$ cat config.mk
export PLATFORM = sky130hd
export DESIGN_NAME = int_divider
export DESIGN_NICKNAME = d
export VERILOG_FILES = /design/src/rtl/div_pkg.sv /design/src/rtl/div_prep.sv /design/src/rtl/div_step.sv /design/src/rtl/div_fix.sv /design/src/rtl/int_divider.sv
export SDC_FILE = /design/constraint.sdc
export NUM_CORES = 1
export LEC_CHECK = 0
export ABC_AREA = 1
export ABC_CLOCK_PERIOD_IN_PS = 6900
export CORE_MARGIN = 2
export CORE_UTILIZATION = 45
export DETAILED_ROUTE_END_ITERATION = 16
export DONT_BUFFER_PORTS = 1
export SYNTH_ARGS = -nofsm -noshare
export SYNTH_HDL_FRONTEND = slang
export SYNTH_SLANG_ARGS = --single-unit
$ cat constraint.sdc
create_clock -name clk_i -period 6.9 [get_ports clk_i]
set_input_delay 1.035 -clock clk_i [delete_from_list [all_inputs] [get_ports clk_i]]
set_output_delay 1.035 -clock clk_i [all_outputs]
set_load 0.05 [all_outputs]
$ cat src/rtl/div_pkg.sv
package div_pkg;

  typedef enum logic [1:0] {
    ST_IDLE = 2'd0,
    ST_PREP = 2'd1,
    ST_LOOP = 2'd2,
    ST_FIX  = 2'd3
  } div_state_e;

  // size code -> divisor width in bits
  function automatic logic [6:0] size_width(input logic [1:0] code);
    case (code)
      2'd0:    size_width = 7'd8;
      2'd1:    size_width = 7'd16;
      default: size_width = 7'd32;
    endcase
  endfunction

endpackage

$ cat src/rtl/div_prep.sv
module div_prep #(
  parameter  int unsigned MAX_W = 32,
  localparam int unsigned DD_W  = 2 * MAX_W,
  localparam int unsigned WID_W = $clog2(DD_W) + 1
) (
  input  logic             signed_i,
  input  logic [WID_W-1:0] width_i,
  input  logic [DD_W-1:0]  dividend_i,
  input  logic [MAX_W-1:0] divisor_i,
  output logic [MAX_W-1:0] hi_mag_o,
  output logic [MAX_W-1:0] lo_mag_o,
  output logic [MAX_W-1:0] dv_mag_o,
  output logic             dd_neg_o,
  output logic             dv_neg_o,
  output logic             dv_zero_o,
  output logic             mag_ovf_o
);

  int unsigned      w;
  logic [DD_W-1:0]  dmask, dd_m, dd_abs, dd_hi;
  logic [MAX_W-1:0] wmask, dv_m;

  always_comb begin
    w      = 32'(width_i);
    dmask  = {DD_W{1'b1}} >> (DD_W - 2 * w);
    wmask  = {MAX_W{1'b1}} >> (MAX_W - w);
    dd_m   = dividend_i & dmask;
    dv_m   = divisor_i & wmask;
    dd_neg_o = signed_i & dd_m[2*w-1];
    dv_neg_o = signed_i & dv_m[w-1];
    dd_abs = dd_neg_o ? ((~dd_m + 1'b1) & dmask) : dd_m;
    dd_hi  = dd_abs >> w;
    hi_mag_o = dd_hi[MAX_W-1:0];
    // left-align the low half so the loop always shifts out of the MSB
    lo_mag_o = (dd_abs[MAX_W-1:0] & wmask) << (MAX_W - w);
    dv_mag_o = dv_neg_o ? ((~dv_m + 1'b1) & wmask) : dv_m;
    dv_zero_o = (dv_m == '0);
    // quotient magnitude needs more than W bits
    mag_ovf_o = (hi_mag_o >= dv_mag_o);
  end

endmodule

$ cat src/rtl/div_step.sv
module div_step #(
  parameter int unsigned MAX_W = 32
) (
  input  logic [MAX_W-1:0] rem_i,
  input  logic [MAX_W-1:0] lo_i,
  input  logic [MAX_W-1:0] dv_i,
  output logic [MAX_W-1:0] rem_o,
  output logic [MAX_W-1:0] lo_o
);

  logic [MAX_W:0] trial, diff;
  logic           fits;

  always_comb begin
    trial = {rem_i, lo_i[MAX_W-1]};
    diff  = trial - {1'b0, dv_i};
    fits  = (trial >= {1'b0, dv_i});
    rem_o = fits ? diff[MAX_W-1:0] : trial[MAX_W-1:0];
    lo_o  = {lo_i[MAX_W-2:0], fits};
  end

endmodule

$ cat src/rtl/div_fix.sv
module div_fix #(
  parameter  int unsigned MAX_W = 32,
  localparam int unsigned DD_W  = 2 * MAX_W,
  localparam int unsigned WID_W = $clog2(DD_W) + 1,
  localparam int unsigned QW    = MAX_W + 1
) (
  input  logic             signed_i,
  input  logic [WID_W-1:0] width_i,
  input  logic [MAX_W-1:0] q_raw_i,
  input  logic [MAX_W-1:0] r_raw_i,
  input  logic             dd_neg_i,
  input  logic             dv_neg_i,
  input  logic             dv_zero_i,
  input  logic             mag_ovf_i,
  output logic [MAX_W-1:0] quo_o,
  output logic [MAX_W-1:0] rem_o,
  output logic             err_o
);

  int unsigned      w;
  logic [MAX_W-1:0] wmask, q_mag;
  logic [QW-1:0]    half;
  logic             q_neg, sig_ovf;

  always_comb begin
    w     = 32'(width_i);
    wmask = {MAX_W{1'b1}} >> (MAX_W - w);
    q_mag = q_raw_i & wmask;
    q_neg = dd_neg_i ^ dv_neg_i;
    half  = QW'(1) << (w - 1);
    // negative side may reach exactly 2^(W-1), positive side may not
    sig_ovf = signed_i & (q_neg ? ({1'b0, q_mag} > half) : ({1'b0, q_mag} >= half));
    err_o = dv_zero_i | mag_ovf_i | sig_ovf;
    quo_o = (q_neg ? (~q_mag + 1'b1) : q_mag) & wmask;
    rem_o = (dd_neg_i ? (~r_raw_i + 1'b1) : r_raw_i) & wmask;
  end

endmodule

$ cat src/rtl/int_divider.sv
module int_divider
  import div_pkg::*;
#(
  parameter  int unsigned MAX_W = 32,
  localparam int unsigned DD_W  = 2 * MAX_W,
  localparam int unsigned WID_W = $clog2(DD_W) + 1,
  localparam int unsigned LAT_W = WID_W + 1
) (
  input  logic             clk_i,
  input  logic             rst_ni,
  input  logic             start_i,
  input  logic             signed_i,
  input  logic [1:0]       size_i,
  input  logic [DD_W-1:0]  dividend_i,
  input  logic [MAX_W-1:0] divisor_i,
  output logic             busy_o,
  output logic             done_o,
  output logic             div_err_o,
  output logic [MAX_W-1:0] quotient_o,
  output logic [MAX_W-1:0] remainder_o
);

  div_state_e       st_q;
  logic [WID_W-1:0] cnt_q, wid_q, wid_in;
  logic             sgn_q;
  logic [DD_W-1:0]  dd_q;
  logic [MAX_W-1:0] dv_in_q, rem_q, lo_q, dv_q;
  logic             dd_neg_q, dv_neg_q, zero_q, ovf_q;
  logic [MAX_W-1:0] quo_q, remd_q;
  logic             err_q, done_q;

  logic [MAX_W-1:0] p_hi, p_lo, p_dv, s_rem, s_lo, f_quo, f_rem;
  logic             p_dd_neg, p_dv_neg, p_zero, p_ovf, f_err;

  assign wid_in = WID_W'(size_width(size_i));

  div_prep #(.MAX_W(MAX_W)) u_prep (
    .signed_i  (sgn_q),
    .width_i   (wid_q),
    .dividend_i(dd_q),
    .divisor_i (dv_in_q),
    .hi_mag_o  (p_hi),
    .lo_mag_o  (p_lo),
    .dv_mag_o  (p_dv),
    .dd_neg_o  (p_dd_neg),
    .dv_neg_o  (p_dv_neg),
    .dv_zero_o (p_zero),
    .mag_ovf_o (p_ovf)
  );

  div_step #(.MAX_W(MAX_W)) u_step (
    .rem_i(rem_q),
    .lo_i (lo_q),
    .dv_i (dv_q),
    .rem_o(s_rem),
    .lo_o (s_lo)
  );

  div_fix #(.MAX_W(MAX_W)) u_fix (
    .signed_i (sgn_q),
    .width_i  (wid_q),
    .q_raw_i  (lo_q),
    .r_raw_i  (rem_q),
    .dd_neg_i (dd_neg_q),
    .dv_neg_i (dv_neg_q),
    .dv_zero_i(zero_q),
    .mag_ovf_i(ovf_q),
    .quo_o    (f_quo),
    .rem_o    (f_rem),
    .err_o    (f_err)
  );

  always_ff @(posedge clk_i or negedge rst_ni) begin
    if (!rst_ni) begin
      st_q     <= ST_IDLE;
      cnt_q    <= '0;
      wid_q    <= WID_W'(8);
      sgn_q    <= 1'b0;
      dd_q     <= '0;
      dv_in_q  <= '0;
      rem_q    <= '0;
      lo_q     <= '0;
      dv_q     <= '0;
      dd_neg_q <= 1'b0;
      dv_neg_q <= 1'b0;
      zero_q   <= 1'b0;
      ovf_q    <= 1'b0;
      quo_q    <= '0;
      remd_q   <= '0;
      err_q    <= 1'b0;
      done_q   <= 1'b0;
    end else begin
      done_q <= 1'b0;
      unique case (st_q)
        ST_IDLE: if (start_i) begin
          sgn_q   <= signed_i;
          wid_q   <= wid_in;
          dd_q    <= dividend_i;
          dv_in_q <= divisor_i;
          err_q   <= 1'b0;
          st_q    <= ST_PREP;
        end
        ST_PREP: begin
          rem_q    <= p_hi;
          lo_q     <= p_lo;
          dv_q     <= p_dv;
          dd_neg_q <= p_dd_neg;
          dv_neg_q <= p_dv_neg;
          zero_q   <= p_zero;
          ovf_q    <= p_ovf;
          cnt_q    <= wid_q;
          st_q     <= ST_LOOP;
        end
        ST_LOOP: begin
          rem_q <= s_rem;
          lo_q  <= s_lo;
          cnt_q <= cnt_q - 1'b1;
          if (cnt_q == WID_W'(1)) st_q <= ST_FIX;
        end
        ST_FIX: begin
          err_q <= f_err;
          if (!f_err) begin
            quo_q  <= f_quo;
            remd_q <= f_rem;
          end
          done_q <= 1'b1;
          st_q   <= ST_IDLE;
        end
        default: st_q <= ST_IDLE;
      endcase
    end
  end

  assign busy_o      = (st_q != ST_IDLE);
  assign done_o      = done_q;
  assign div_err_o   = err_q;
  assign quotient_o  = quo_q;
  assign remainder_o = remd_q;

  // ---------------- assertions ----------------
  logic [LAT_W-1:0] lat_q;
  logic [MAX_W-1:0] chk_mask, chk_rabs;

  always_ff @(posedge clk_i or negedge rst_ni) begin
    if (!rst_ni)                        lat_q <= '0;
    else if (st_q == ST_IDLE && start_i) lat_q <= '0;
    else if (busy_o)                     lat_q <= lat_q + 1'b1;
  end

  always_comb begin
    chk_mask = {MAX_W{1'b1}} >> (MAX_W - 32'(wid_q));
    chk_rabs = dd_neg_q ? ((~remainder_o + 1'b1) & chk_mask) : remainder_o;
  end

  AST_DONE_PULSE: assert property (@(posedge clk_i) disable iff (!rst_ni)
    done_o |=> !done_o);
  AST_RESULT_HOLD: assert property (@(posedge clk_i) disable iff (!rst_ni)
    (!busy_o && !start_i) |=> ($stable(quotient_o) && $stable(remainder_o) && $stable(div_err_o)));
  AST_ERR_NO_WRITE: assert property (@(posedge clk_i) disable iff (!rst_ni)
    (done_o && div_err_o) |-> ($stable(quotient_o) && $stable(remainder_o)));
  AST_LATENCY: assert property (@(posedge clk_i) disable iff (!rst_ni)
    done_o |-> (lat_q == LAT_W'(wid_q) + LAT_W'(2)));
  AST_IDLE_AT_DONE: assert property (@(posedge clk_i) disable iff (!rst_ni)
    done_o |-> !busy_o);
  AST_BUSY_START: assert property (@(posedge clk_i) disable iff (!rst_ni)
    (busy_o && start_i) |=> (st_q != ST_PREP));
  AST_REM_BOUND: assert property (@(posedge clk_i) disable iff (!rst_ni)
    (done_o && !div_err_o) |-> (chk_rabs < dv_q));
  AST_NO_OVERFLOW: assert property (@(posedge clk_i) disable iff (!rst_ni)
    (done_o && !div_err_o && sgn_q && quotient_o != '0)
      |-> (quotient_o[wid_q-1] == (dd_neg_q ^ dv_neg_q)));

endmodule

==> results of run 1 <==
area by class of cell:
class                           count  area, um^2  area share (%)
Clock buffer                       46         967            4.19
Multi-Input combinational cell   2575       12800            55.4
Clock inverter                     11         159           0.688
Tap cell                          615         769            3.33
Sequential cell                   275        6880            29.8
Timing Repair Buffer               31         245            1.06
Inverter                          334        1270            5.48
cell usage in the layout (no fill, tap or decap), types with 14 or more instances in the layout:
cell type / synthesis / layout
o211ai_1: 45 / 45
nor2_1: 235 / 234
nand3b_1: 14 / 14
inv_1: 320 / 318
and2_1: 18 / 18
a21oi_1: 94 / 94
dfrtp_1: 274 / 274
o221ai_1: 21 / 21
xor2_1: 17 / 17
nand2_1: 1010 / 1010
ha_1: 81 / 81
nand4_1: 67 / 67
nor3_1: 21 / 21
nand3_1: 431 / 431
buf_4: 5 / 30
clkbuf_16: 0 / 35
xnor2_1: 14 / 14
o21ai_1: 85 / 85
o21ai_0: 293 / 293
state kept, by name (all words and copies together), names as in the netlist, 2 cells and up:
register,cells
dv_q,32
remainder_o,32
wid_q,3
dv_in_q,32
dd_q,64
rem_q,32
cnt_q,7
st_q,2
quotient_o,32
lo_q,32
routing by layer:
metal  share of wire (%)  global-route usage (%)  vias to the layer above  routed length, um
met1                  46                    49.1                    10610              38800
met4                 3.8                    12.0                        2               3190
met2                  41                    47.5                     1026              34100
met3                 9.4                    8.18                      157               7930
met5               0.021                       0                        -                 18
li1                    -                       -                    10927                  -
through the flow:
stage / cell area, um^2 / total power, W / hold slack [ns]
2_1_floorplan: 21800 / 0.00164 / 0.450
3_3_place_gp: 22000 / 0.00164 / 0.469
3_5_place_dp: 22000 / 0.00164 / 0.476
4_1_cts: 23100 / 0.00349 / 0.149
5_1_grt: 23100 / 0.00354 / 0.145
6_report: 23100 / 0.00345 / 0.165
power breakdown:
group / leakage [nW] / switching (W) / internal, W
Combinational: 7.61 / 0 / 0.0000000282
Clock: 0.551 / 0.000743 / 0.00110
Sequential: 3.17 / 0 / 0.00161
Total: 11.3 / 0.000743 / 0.00271
cell families after synthesis:
logic type	count (synthesis)	share of synthesized area, %
adder cells (fa/ha/maj)	82	4.75
AND/OR/NAND/NOR	1852	36.9
XOR/XNOR	31	1.25
buffers and inverters	495	9.54
flip-flops	275	31.6
AO/OA/AOI/OAI	610	16.0
worst reg2reg max path, cell delays in order (launching register included):
cell and delay, ns:
dfstp_2 0.57, inv_6 0.09, ha_1 0.24, ha_1 0.28, buf_4 0.29, nand2_2 0.12
nor2_4 0.44, nand2_1 0.76, nor2_1 0.37, ha_1 0.19, nand4_1 0.09, a211oi_1 0.22
nand4_1 0.15, nor3_2 0.22, nand2_1 0.08, nand2_1 0.09, inv_1 0.05, nand2_1 0.15
nand3_4 0.46, buf_4 0.51, nand2_1 0.16, o21ai_1 0.08
how the worst max path moves through the flow:
| stage | endpoint | cells after the start |
|---|---|---|
| final | quotient_o[3] | 21 |
| after global routing | quotient_o[17] | 21 |
| after CTS | quotient_o[3] | 21 |
| after detailed placement | quotient_o[3] | 21 |
| after global placement | ovf_q | 29 |
| after floorplan | ovf_q | 37 |
==> summary.md, run 1 <==
| Metric | Value |
|---|---|
| Total global routing overflow | 0 |
| Row count | 80 |
| Count of state elements after synthesis | around 280 |
| Crit path buf inv count | 4 |
| Number of unique standard cell types used by synthesis | 60 |
| Drt pass-1 iters | 7 |
| Count of flip-flops with a built-in enable after synthesis | 0 |
| Number of buffers inserted for hold repair after clock tree synthesis | 0 |
| Setup clock skew after layout | around 0.025 ns |
| Type of the tightest min-delay check | primary input to async pin |
| Initial core utilization | 45.6% |
| Clk Latency, worst-skew pair | about 0.57 ns |
| Master cell of the clock root buffer | clkbuf_16 |
| Detail-routed net length per standard cell | between 20 and 25 um |
| Worst-Margin Slew | 1.24 ns |
| Clock tree from TritonCTS | built |
| First-pass GRT wire length | around 130000 um |
| Clock slew seen by the registers of the worst setup and hold paths | about 0.060 ns |
| CP endpoint kind | flip-flop |
| Non-Filler Instances | 3887 |
| Total power per unit cell area | about 150 nW/um^2 |
| Sequential element share of the synthesized area | 31.6% |
| Post-cts gate resize count | 0 |
| Ys flop type | dfrtp_1 |
| Inserted Clock Buffers | 34 |
| Synth async-reset ratio | 100% |
| Worst setup path class | flip-flop to flip-flop |
| Growth of design area from synthesis to finish | 6.17% |
| Logic depth of the worst register-to-register path | 21 |
| Core area | ~48000 um^2 |
| Remaining number of nets flagged by the antenna check after routing | 0 |
| Mean instance size in the synthesized netlist | between 6 and 7 um^2 |
| CP delay by family, top | simple AND/OR/NAND/NOR gates |
| Yosys warns | 0 |
| I/O pin total | ~170 |
| Worst setup slack for register-to-register paths | 1.17 ns |
| Number of antenna violations at the first check in global routing | 1 |
| Initial drt markers | roughly 2.8k |
| Die X-Extent | approximately 220 um |
| Die Y-Extent | about 220 um |
| Final net count | 3435 |
| Worst ir drop on vdd | about 170 uV |
| Kind of launch point of the worst setup path | flip-flop |
| RR Startpoint | wid_q[3] |
| Quantity of I/O buffers inserted on ports | 0 |
| Mapped Area | between 20000 and 25000 um^2 |
| F_max | around 0.17 GHz |
| Peak per-stage delay on the critical path | approximately 0.76 ns |
| Number of sinks on the clock net | 275 |
| First element of the critical path | wid_q[3] |
| Post-Syn Instances | roughly 3.3k |
| Synthesized netlist net count | around 3.5k |
| Instance count after placement with tap cells included | 3830 |
| Clock H-tree levels | 2 |
| Total inserted antenna cells | 0 |
| Maximum number of pins on one net before global-route repair | 276 |
| Average via count per standard cell | 5.85 |
| Overall fraction of global-route tracks in use | about a third |
| End of the worst register-to-register path | quotient_o[3] |
| Clock period minus worst slack | 5.73 ns |
| Library cell with the largest summed area after synthesis | dfrtp_1 |
| Max-cap violation count | 0 |
| Setup violation total in the final timing report | 0 |
| Setup slack after placement | roughly 1.3 ns |
| Total number of vias | 22.7k |
| Most frequently used cell type in the post-synthesis netlist | nand2_1 |
| Crit-path cells | inv_6 -> ha_1 -> ha_1 -> buf_4 -> nand2_2 -> nor2_4 -> nand2_1 -> nor2_1 -> ha_1 -> nand4_1 -> a211oi_1 -> nand4_1 -> nor3_2 -> nand2_1 -> nand2_1 -> inv_1 -> nand2_1 -> nand3_4 -> buf_4 -> nand2_1 -> o21ai_1 |
| Number of global-route vias before repair | 21.4k |
| Sum of net half-perimeters after detailed placement | roughly 65000 um |
| Total Negative Setup Slacks | 0 ns |
| Layout fillers | around 5.0k |
| CTS Buffer Depth | 3 |
| DRC violations left | 0 |
| Cell types with the largest area share after synthesis | dfrtp_1 (32%), nand2_1 (17%), nand3_1 (9.9%) |
| RSZ-0062 raised after global routing | false |
| Leading post-synthesis cells by instance count | nand2_1 (1010), nand3_1 (431), inv_1 (320) |
| Final Routed Wirelength | between 80000 and 90000 um |
| Most Frequent Cell on Critical Path | nand2_1 |
| Arrival time reported for the critical path endpoint | between 6 and 7 ns |
| Outcome | completed |
| Share of layout cells above drive strength 1 | under 10% |
| Setup repair bufs after CTS | 0 |
| Highest fanout seen on the critical path | 62 |
| CP max-delay cell | nand2_1 |
| Final critical-path setup slack | around 1.2 ns |
| Weighted congestion reported at the end of routability-driven placement | 0.997 |
| Final critical-path share of the clock period | between 80 and 90% |
| Final core utilization | about half |
| Final number of max-transition violations | 0 |
| Die Area | 50100 um^2 |
| Area share of the leading cell type in the synthesized netlist | between 30% and 40% |
| Required time worst endpoint | roughly 7.3 ns |
| Relative slew slack | approximately 17% |
| Number of hold violations in the final report | 0 |
| Leakage component of the power | 11.3 nW |
Note: power is estimated with default switching activity, not from simulation.
==> run 2: changes to the inputs <==
Settings changed: ABC_CLOCK_PERIOD_IN_PS 6900 to 5700.
Clock period 6.9 ns to 5.7 ns, I/O delays scaled along.
==> run 2 against run 1 <==
- core utilization increased by 0.24 points
- sequential power increased by 21%
- clock skew decreased by 0.0048 ns
- worst setup slack got worse by 0.79 ns
- first-iteration DRC count decreased by 3.2%
- final cell count increased by 0.41%
==> summary.md, run 2 (synthesis results as in run 1) <==
| Metric | Value |
|---|---|
| Outcome | completed |
| Remaining number of nets flagged by the antenna check after routing | 0 (unchanged) |
| Drt pass-1 iters | 6 (-1) |
| Core area | 47700 um^2 (unchanged) |
| DRC violations left | 0 (unchanged) |
| Setup violation total in the final timing report | 0 (unchanged) |
| DRT met1 WL | 40300 um (+3.8%) |
| Layout fillers | 5041 (+1.2%) |
| Setup slack after placement | 0.494 ns (-0.772 ns) |
| Detail-routed net length per standard cell | 21.6 um (-0.14%) |
| Arrival time reported for the critical path endpoint | 5.75 ns (-0.40 ns) |
| First element of the critical path | wid_q[3] |
| Most frequent cells in the layout | nand2_1 (1010), nand3_1 (431), inv_1 (318) |
| Growth of design area from synthesis to finish | 6.69% |
| Sum of net half-perimeters after detailed placement | 65000 um (about the same) |
| Leading cell type in the layout, fill and taps excluded | nand2_1 |
| Master cell of the clock root buffer | clkbuf_16 |
| Highest fanout seen on the critical path | 12 (-81%) |
| Worst setup slack for register-to-register paths | 0.38 ns (-0.79 ns) |
| Worst ir drop on vdd | 200 uV (+17%) |
| Number of global-route vias before repair | 21.1k (-1.0%) |
| Inserted Clock Buffers | 35 (+2.9%) |
| Total Negative Setup Slacks | 0 ns (unchanged) |
| Quantity of I/O buffers inserted on ports | 0 (unchanged) |
| Worst-Margin Slew | 1.05 ns (-0.187 ns) |
| First-pass GRT wire length | 129000 um (+0.82%) |
| Average via count per standard cell | 5.84 (about the same) |
| Required time worst endpoint | 6.13 ns (-1.19 ns) |
| Total power per unit cell area | 180 nW/um^2 (+20%) |
| Design Area, Final | 23200 um^2 (+0.49%) |
| Met3 layer wire length in the routed design | 6260 um (-21%) |
| Clock period minus worst slack | 5.32 ns (-0.406 ns) |
| Die X-Extent | 224 um (unchanged) |
| Post-cts gate resize count | 0 (unchanged) |
| F_max | 0.188 GHz (+7.6%) |
| Number of flip-flops under the largest register name | 64 (unchanged) |
| Initial drt markers | 2703 (-3.2%) |
| Logic depth of the worst register-to-register path | 22 (+4.8%) |
| Share of layout cells above drive strength 1 | 5.17% (+0.31 points) |
| Final critical-path share of the clock period | 93.4% (+10 points) |
| Clock H-tree levels | 2 (unchanged) |
| Die Area | 50100 um^2 (unchanged) |
| CTS Buffer Depth | 3 (unchanged) |
| Placed inst area | 22100 um^2 (+0.49%) |
| Max-cap violation count | 0 (unchanged) |
| Critical Path End | ovf_q |
| Final net count | 3448 (+0.38%) |
| Kind of launch point of the worst setup path | flip-flop |
| Weighted congestion reported at the end of routability-driven placement | 1.00 (+0.43%) |
| I/O pin total | 169 (unchanged) |
| Number of antenna violations at the first check in global routing | 0 (-1) |
| Total met2 wirelength after detailed routing | 34900 um (+2.1%) |
| Final critical-path setup slack | 0.376 ns (-0.794 ns) |
| Relative slew slack | 29.7% (+12 points) |
| Maximum number of pins on one net before global-route repair | 169 (-39%) |
| Highest metal layer with signal wires | met4 |
| Initial core utilization | 45.6% (unchanged) |
| Number of hold violations in the final report | 0 (unchanged) |
| Setup clock skew after layout | 0.0199 ns (-0.00479 ns) |
| RR Startpoint | wid_q[3] |
| Final Routed Wirelength | 84300 um (+0.27%) |
| Setup repair bufs after CTS | 0 (unchanged) |
| Clk Latency, worst-skew pair | 0.57 ns (about the same) |
| Overall fraction of global-route tracks in use | 33.5% (-0.044 points) |
| Worst setup path class | flip-flop to flip-flop |
| Clock tree from TritonCTS | built |
| Final number of max-transition violations | 0 (unchanged) |
| End of the worst register-to-register path | ovf_q |
| Total global routing overflow | 0 (unchanged) |
| Number of sinks on the clock net | 275 (unchanged) |
| RSZ-0062 raised after global routing | false |
| Total number of vias | 22.8k (+0.40%) |
| PnR Total Power | 0.00417 W (+21%) |
| Most flops, register | dd_q |
| Die Y-Extent | 224 um (unchanged) |
| CP endpoint kind | flip-flop |
| Row count | 80 (unchanged) |
| Leakage component of the power | 11.4 nW (+0.56%) |
| Type of the tightest min-delay check | primary input to async pin |
| Clock slew seen by the registers of the worst setup and hold paths | 0.06 ns (about the same) |
run 2: cell types whose count changed in the layout (fill, tap and decap cells not counted), sizes merged:
cell,before,now
buf,31,43
bufinv,3,2
clkbuf,46,49
clkinv,9,10
diode,0,1
run 2: worst min path at each step:
stage	to	slack [ns]	cells past startpoint
after floorplan	zero_q	0.45	2
after global placement	dv_q[8]	0.47	2
after detailed placement	dv_q[14]	0.47	2
after CTS	dv_q[6]	0.001	0
after global routing	dd_q[5]	0.02	0
final	dd_q[5]	0.04	0
run 2: critical path, stage by stage (launching register included):
cell and delay (ns):
dfstp_2 0.61, inv_6 0.09, ha_1 0.22, ha_1 0.34, nand2_2 0.08, nor2_4 0.35
buf_4 0.24, nand2_1 0.25, o21ai_0 0.55, inv_1 0.13, nand2_1 0.08, nor2_1 0.06
nand4_2 0.15, nor2_2 0.09, o21a_1 0.20, o21ai_0 0.39, ha_1 0.33, a21oi_1 0.14
o21ai_0 0.09, nand3_1 0.08, a21oi_1 0.06, a2111oi_0 0.50, a21oi_1 0.15
run 2: layout make-up:
class                   count  area (um^2)  area share, %
well taps                 615          769           3.32
clock inverters            11          123          0.528
flip-flops and latches    275         6880           29.7
clock buffers              49          980           4.22
multi-input cells        2575        12800           55.2
inverters                 334         1270           5.46
repair buffers             43          380           1.64
diodes                      1         2.50         0.0108
run 2: through the flow:
step,cells,hold WS (ns),utilization [%]
2_1_floorplan,3345,0.450,-
3_3_place_gp,3841,0.468,46.2
3_5_place_dp,3841,0.474,46.2
4_1_cts,3902,0.00126,48.6
5_1_grt,3902,0.0165,48.6
6_report,3903,0.0398,48.6
run 2: repair_timing:
action | 4_1_cts | 5_1_grt
hold endpoints to repair | 108 | 0
endpoints found under the setup margin | 0 | 1
hold buffers | 1 | 0
run 2: metal layers:
layer | track usage, % | up-vias
li1 | - | 10963
met1 | 50.4 | 10772
met2 | 48.5 | 938
met3 | 5.13 | 139
met4 | 11.2 | 0
met5 | 0 | -
run 2: report_power, final:
part           switching [W]  internal (W)
clock               0.000914       0.00129
sequential                 0       0.00195
combinational      0.0000147    0.00000201
total               0.000928       0.00325
==> run 3: changes to the inputs <==
Settings changed: CORE_MARGIN 2 to 5, HOLD_SLACK_MARGIN set to 0.12.
==> run 3 against run 2 <==
- fmax rose by 2.4%
- die area rose by 5.4%
- worst setup slack improved by 0.13 ns
- critical endpoint unchanged
- highest routed layer unchanged
- first-iteration DRC count fell by 2.5%
- routed wire length rose by 0.65%
- total power fell by 1.4%
- clock power fell by 2%
- largest cell class unchanged
- cell area barely moved
- critical path depth rose by 10
- non-clock buffer count rose by 2
==> summary.md, run 3 (synthesis results as in run 1) <==
| Metric | Value |
|---|---|
| Clk Latency, worst-skew pair | 0.55 ns (-0.02 ns) |
| Overall fraction of global-route tracks in use | 31.2% (-2.2 points) |
| Most frequent cells in the layout | nand2_1 (1010), nand3_1 (431), inv_1 (318) |
| Leading cell type in the layout, fill and taps excluded | nand2_1 |
| Combined area of the multi-input logic cells | 12800 um^2 (unchanged) |
| Total global routing overflow | 0 (unchanged) |
| Register area | 6880 um^2 (unchanged) |
| Quantity of I/O buffers inserted on ports | 0 (unchanged) |
| Number of hold violations in the final report | 0 (unchanged) |
| Initial drt markers | 2636 (-2.5%) |
| Total inserted antenna cells | 0 (-1) |
| Sum of net half-perimeters after detailed placement | 66000 um (+1.5%) |
| Final net count | 3451 (+0.087%) |
| Setup violation total in the final timing report | 0 (unchanged) |
| CTS Buffer Depth | 3 (unchanged) |
| DRC violations left | 0 (unchanged) |
| Number of flip-flops under the largest register name | 64 (unchanged) |
| Most flops, register | dd_q |
| I/O pin total | 169 (unchanged) |
| Number of antenna violations at the first check in global routing | 0 (unchanged) |
| Final critical-path share of the clock period | 91.2% (-2.2 points) |
| Number of global-route vias before repair | 21.5k (+1.9%) |
| Inserted Clock Buffers | 36 (+2.9%) |
| Worst-Margin Slew | 0.981 ns (-0.0742 ns) |
| Setup repair bufs after CTS | 0 (unchanged) |
| CP max-delay cell | dfstp_2 |
| First-pass GRT wire length | 130000 um (+0.44%) |
| Relative slew slack | 34.4% (+4.7 points) |
| Total number of vias | 22.9k (+0.21%) |
| Share of layout cells above drive strength 1 | 5.29% (+0.12 points) |
| Worst ir drop on vdd | 220 uV (+9.9%) |
| Max-cap violation count | 0 (unchanged) |
| Maximum number of pins on one net before global-route repair | 276 (+63%) |
| F_max | 0.192 GHz (+2.4%) |
| Growth of design area from synthesis to finish | 6.63% (about the same) |
| Placed inst area | 22100 um^2 (about the same) |
| Arrival time reported for the critical path endpoint | 5.68 ns (-0.07 ns) |
| Clock slew seen by the registers of the worst setup and hold paths | 0.06 ns (about the same) |
| Kind of launch point of the worst setup path | flip-flop |
| Number of sinks on the clock net | 275 (unchanged) |
| Total Negative Setup Slacks | 0 ns (unchanged) |
| Clock tree from TritonCTS | built |
| Required time worst endpoint | 6.18 ns (+0.05 ns) |
| Post-cts gate resize count | 0 (unchanged) |
| Total power per unit cell area | 177 nW/um^2 (-1.4%) |
| Remaining number of nets flagged by the antenna check after routing | 0 (unchanged) |
| Layout fillers | 5030 (-0.22%) |
| Detail-routed net length per standard cell | 21.7 um (+0.65%) |
| Type of the tightest min-delay check | primary input to async pin |
| Die Y-Extent | 230 um (+2.7%) |
| Leakage component of the power | 11.4 nW (about the same) |
| Die Area | 52800 um^2 (+5.4%) |
| Master cell of the clock root buffer | clkbuf_16 |
| CP endpoint kind | flip-flop |
| Clock period minus worst slack | 5.20 ns (-0.127 ns) |
| Drt pass-1 iters | 6 (unchanged) |
| Design Area, Final | 23200 um^2 (about the same) |
| Peak per-stage delay on the critical path | 0.60 ns (about the same) |
| Setup clock skew after layout | 0.0186 ns (-0.00129 ns) |
| Outcome | completed |
| Final number of max-transition violations | 0 (unchanged) |
| Initial core utilization | 45.6% (unchanged) |
| Row count | 80 (unchanged) |
| Most Frequent Cell on Critical Path | nand2_1 |
| Average via count per standard cell | 5.86 (+0.21%) |
| Final Routed Wirelength | 84900 um (+0.65%) |
| Worst setup path class | flip-flop to flip-flop |
| Weighted congestion reported at the end of routability-driven placement | 1.03 (+2.8%) |
| Clock H-tree levels | 2 (unchanged) |
| RSZ-0062 raised after global routing | false |
| Die X-Extent | 230 um (+2.7%) |
| Core area | 47700 um^2 (unchanged) |
| Highest fanout seen on the critical path | 16 (+4) |
[run 3: power by group]
| group | switching, W | total [W] | internal (W) |
|---|---|---|---|
| clock | 0.000894 | 0.00216 | 0.00127 |
| sequential | 0 | 0.00195 | 0.00195 |
| combinational | 0 | 0.0000000418 | 0.0000000341 |
| total | 0.000894 | 0.00411 | 0.00322 |
[run 3: per-layer routing]
layer	global-route usage (%)	wire length [um]	up-vias
met5	0	0	-
met4	9.47	2950	0
met3	6.82	7850	163
met2	46.0	35300	1065
met1	45.9	38800	10667
li1	-	-	10965
[run 3: final cells by class]
cell class	instances	area share [%]
clock buffers	49	4.45
clock inverters	10	0.329
inverters	334	5.46
multi-input cells	2575	55.2
flip-flops and latches	275	29.7
well taps	615	3.32
repair buffers	45	1.56
[run 3: path summary, 6_finish.rpt]
kind / startpoint / end / slack (ns) / depth (start not counted)
max in group asynchronous: rst_ni / quotient_o[15] / 5.26 / 0
min in group clk_i: size_i[0] / wid_q[3] / 0.37 / 1
min reg2reg: dv_q[11] / dv_q[11] / 0.49 / 2
max reg2reg: wid_q[3] / ovf_q / 0.50 / 32
max: wid_q[3] / ovf_q / 0.50 / 32
min: rst_ni / dd_q[21] / 0.009 / 0
[run 3: critical path, delay by kind of cell (launching register included)]
family / cells / cell delay, ns
compound gates: 5 / 0.74
fa+ha+maj: 4 / 1.01
buf+inv: 3 / 0.22
flops: 1 / 0.60
simple gates: 20 / 2.55
[run 3: stage by stage]
| step | worst slack (ns) | util [%] | std cells | power (W) | hold slack, ns |
|---|---|---|---|---|---|
| floorplan | 0.633 | - | 3345 | 0.00199 | 0.450 |
| global placement | 0.574 | 46.3 | 3844 | 0.00199 | 0.469 |
| detailed placement | 0.569 | 46.3 | 3844 | 0.00199 | 0.474 |
| CTS | 0.534 | 48.6 | 3903 | 0.00417 | -0.0214 |
| global route | 0.0447 | 48.6 | 3903 | 0.00425 | -0.00792 |
| finish | 0.503 | 48.6 | 3903 | 0.00411 | 0.00887 |
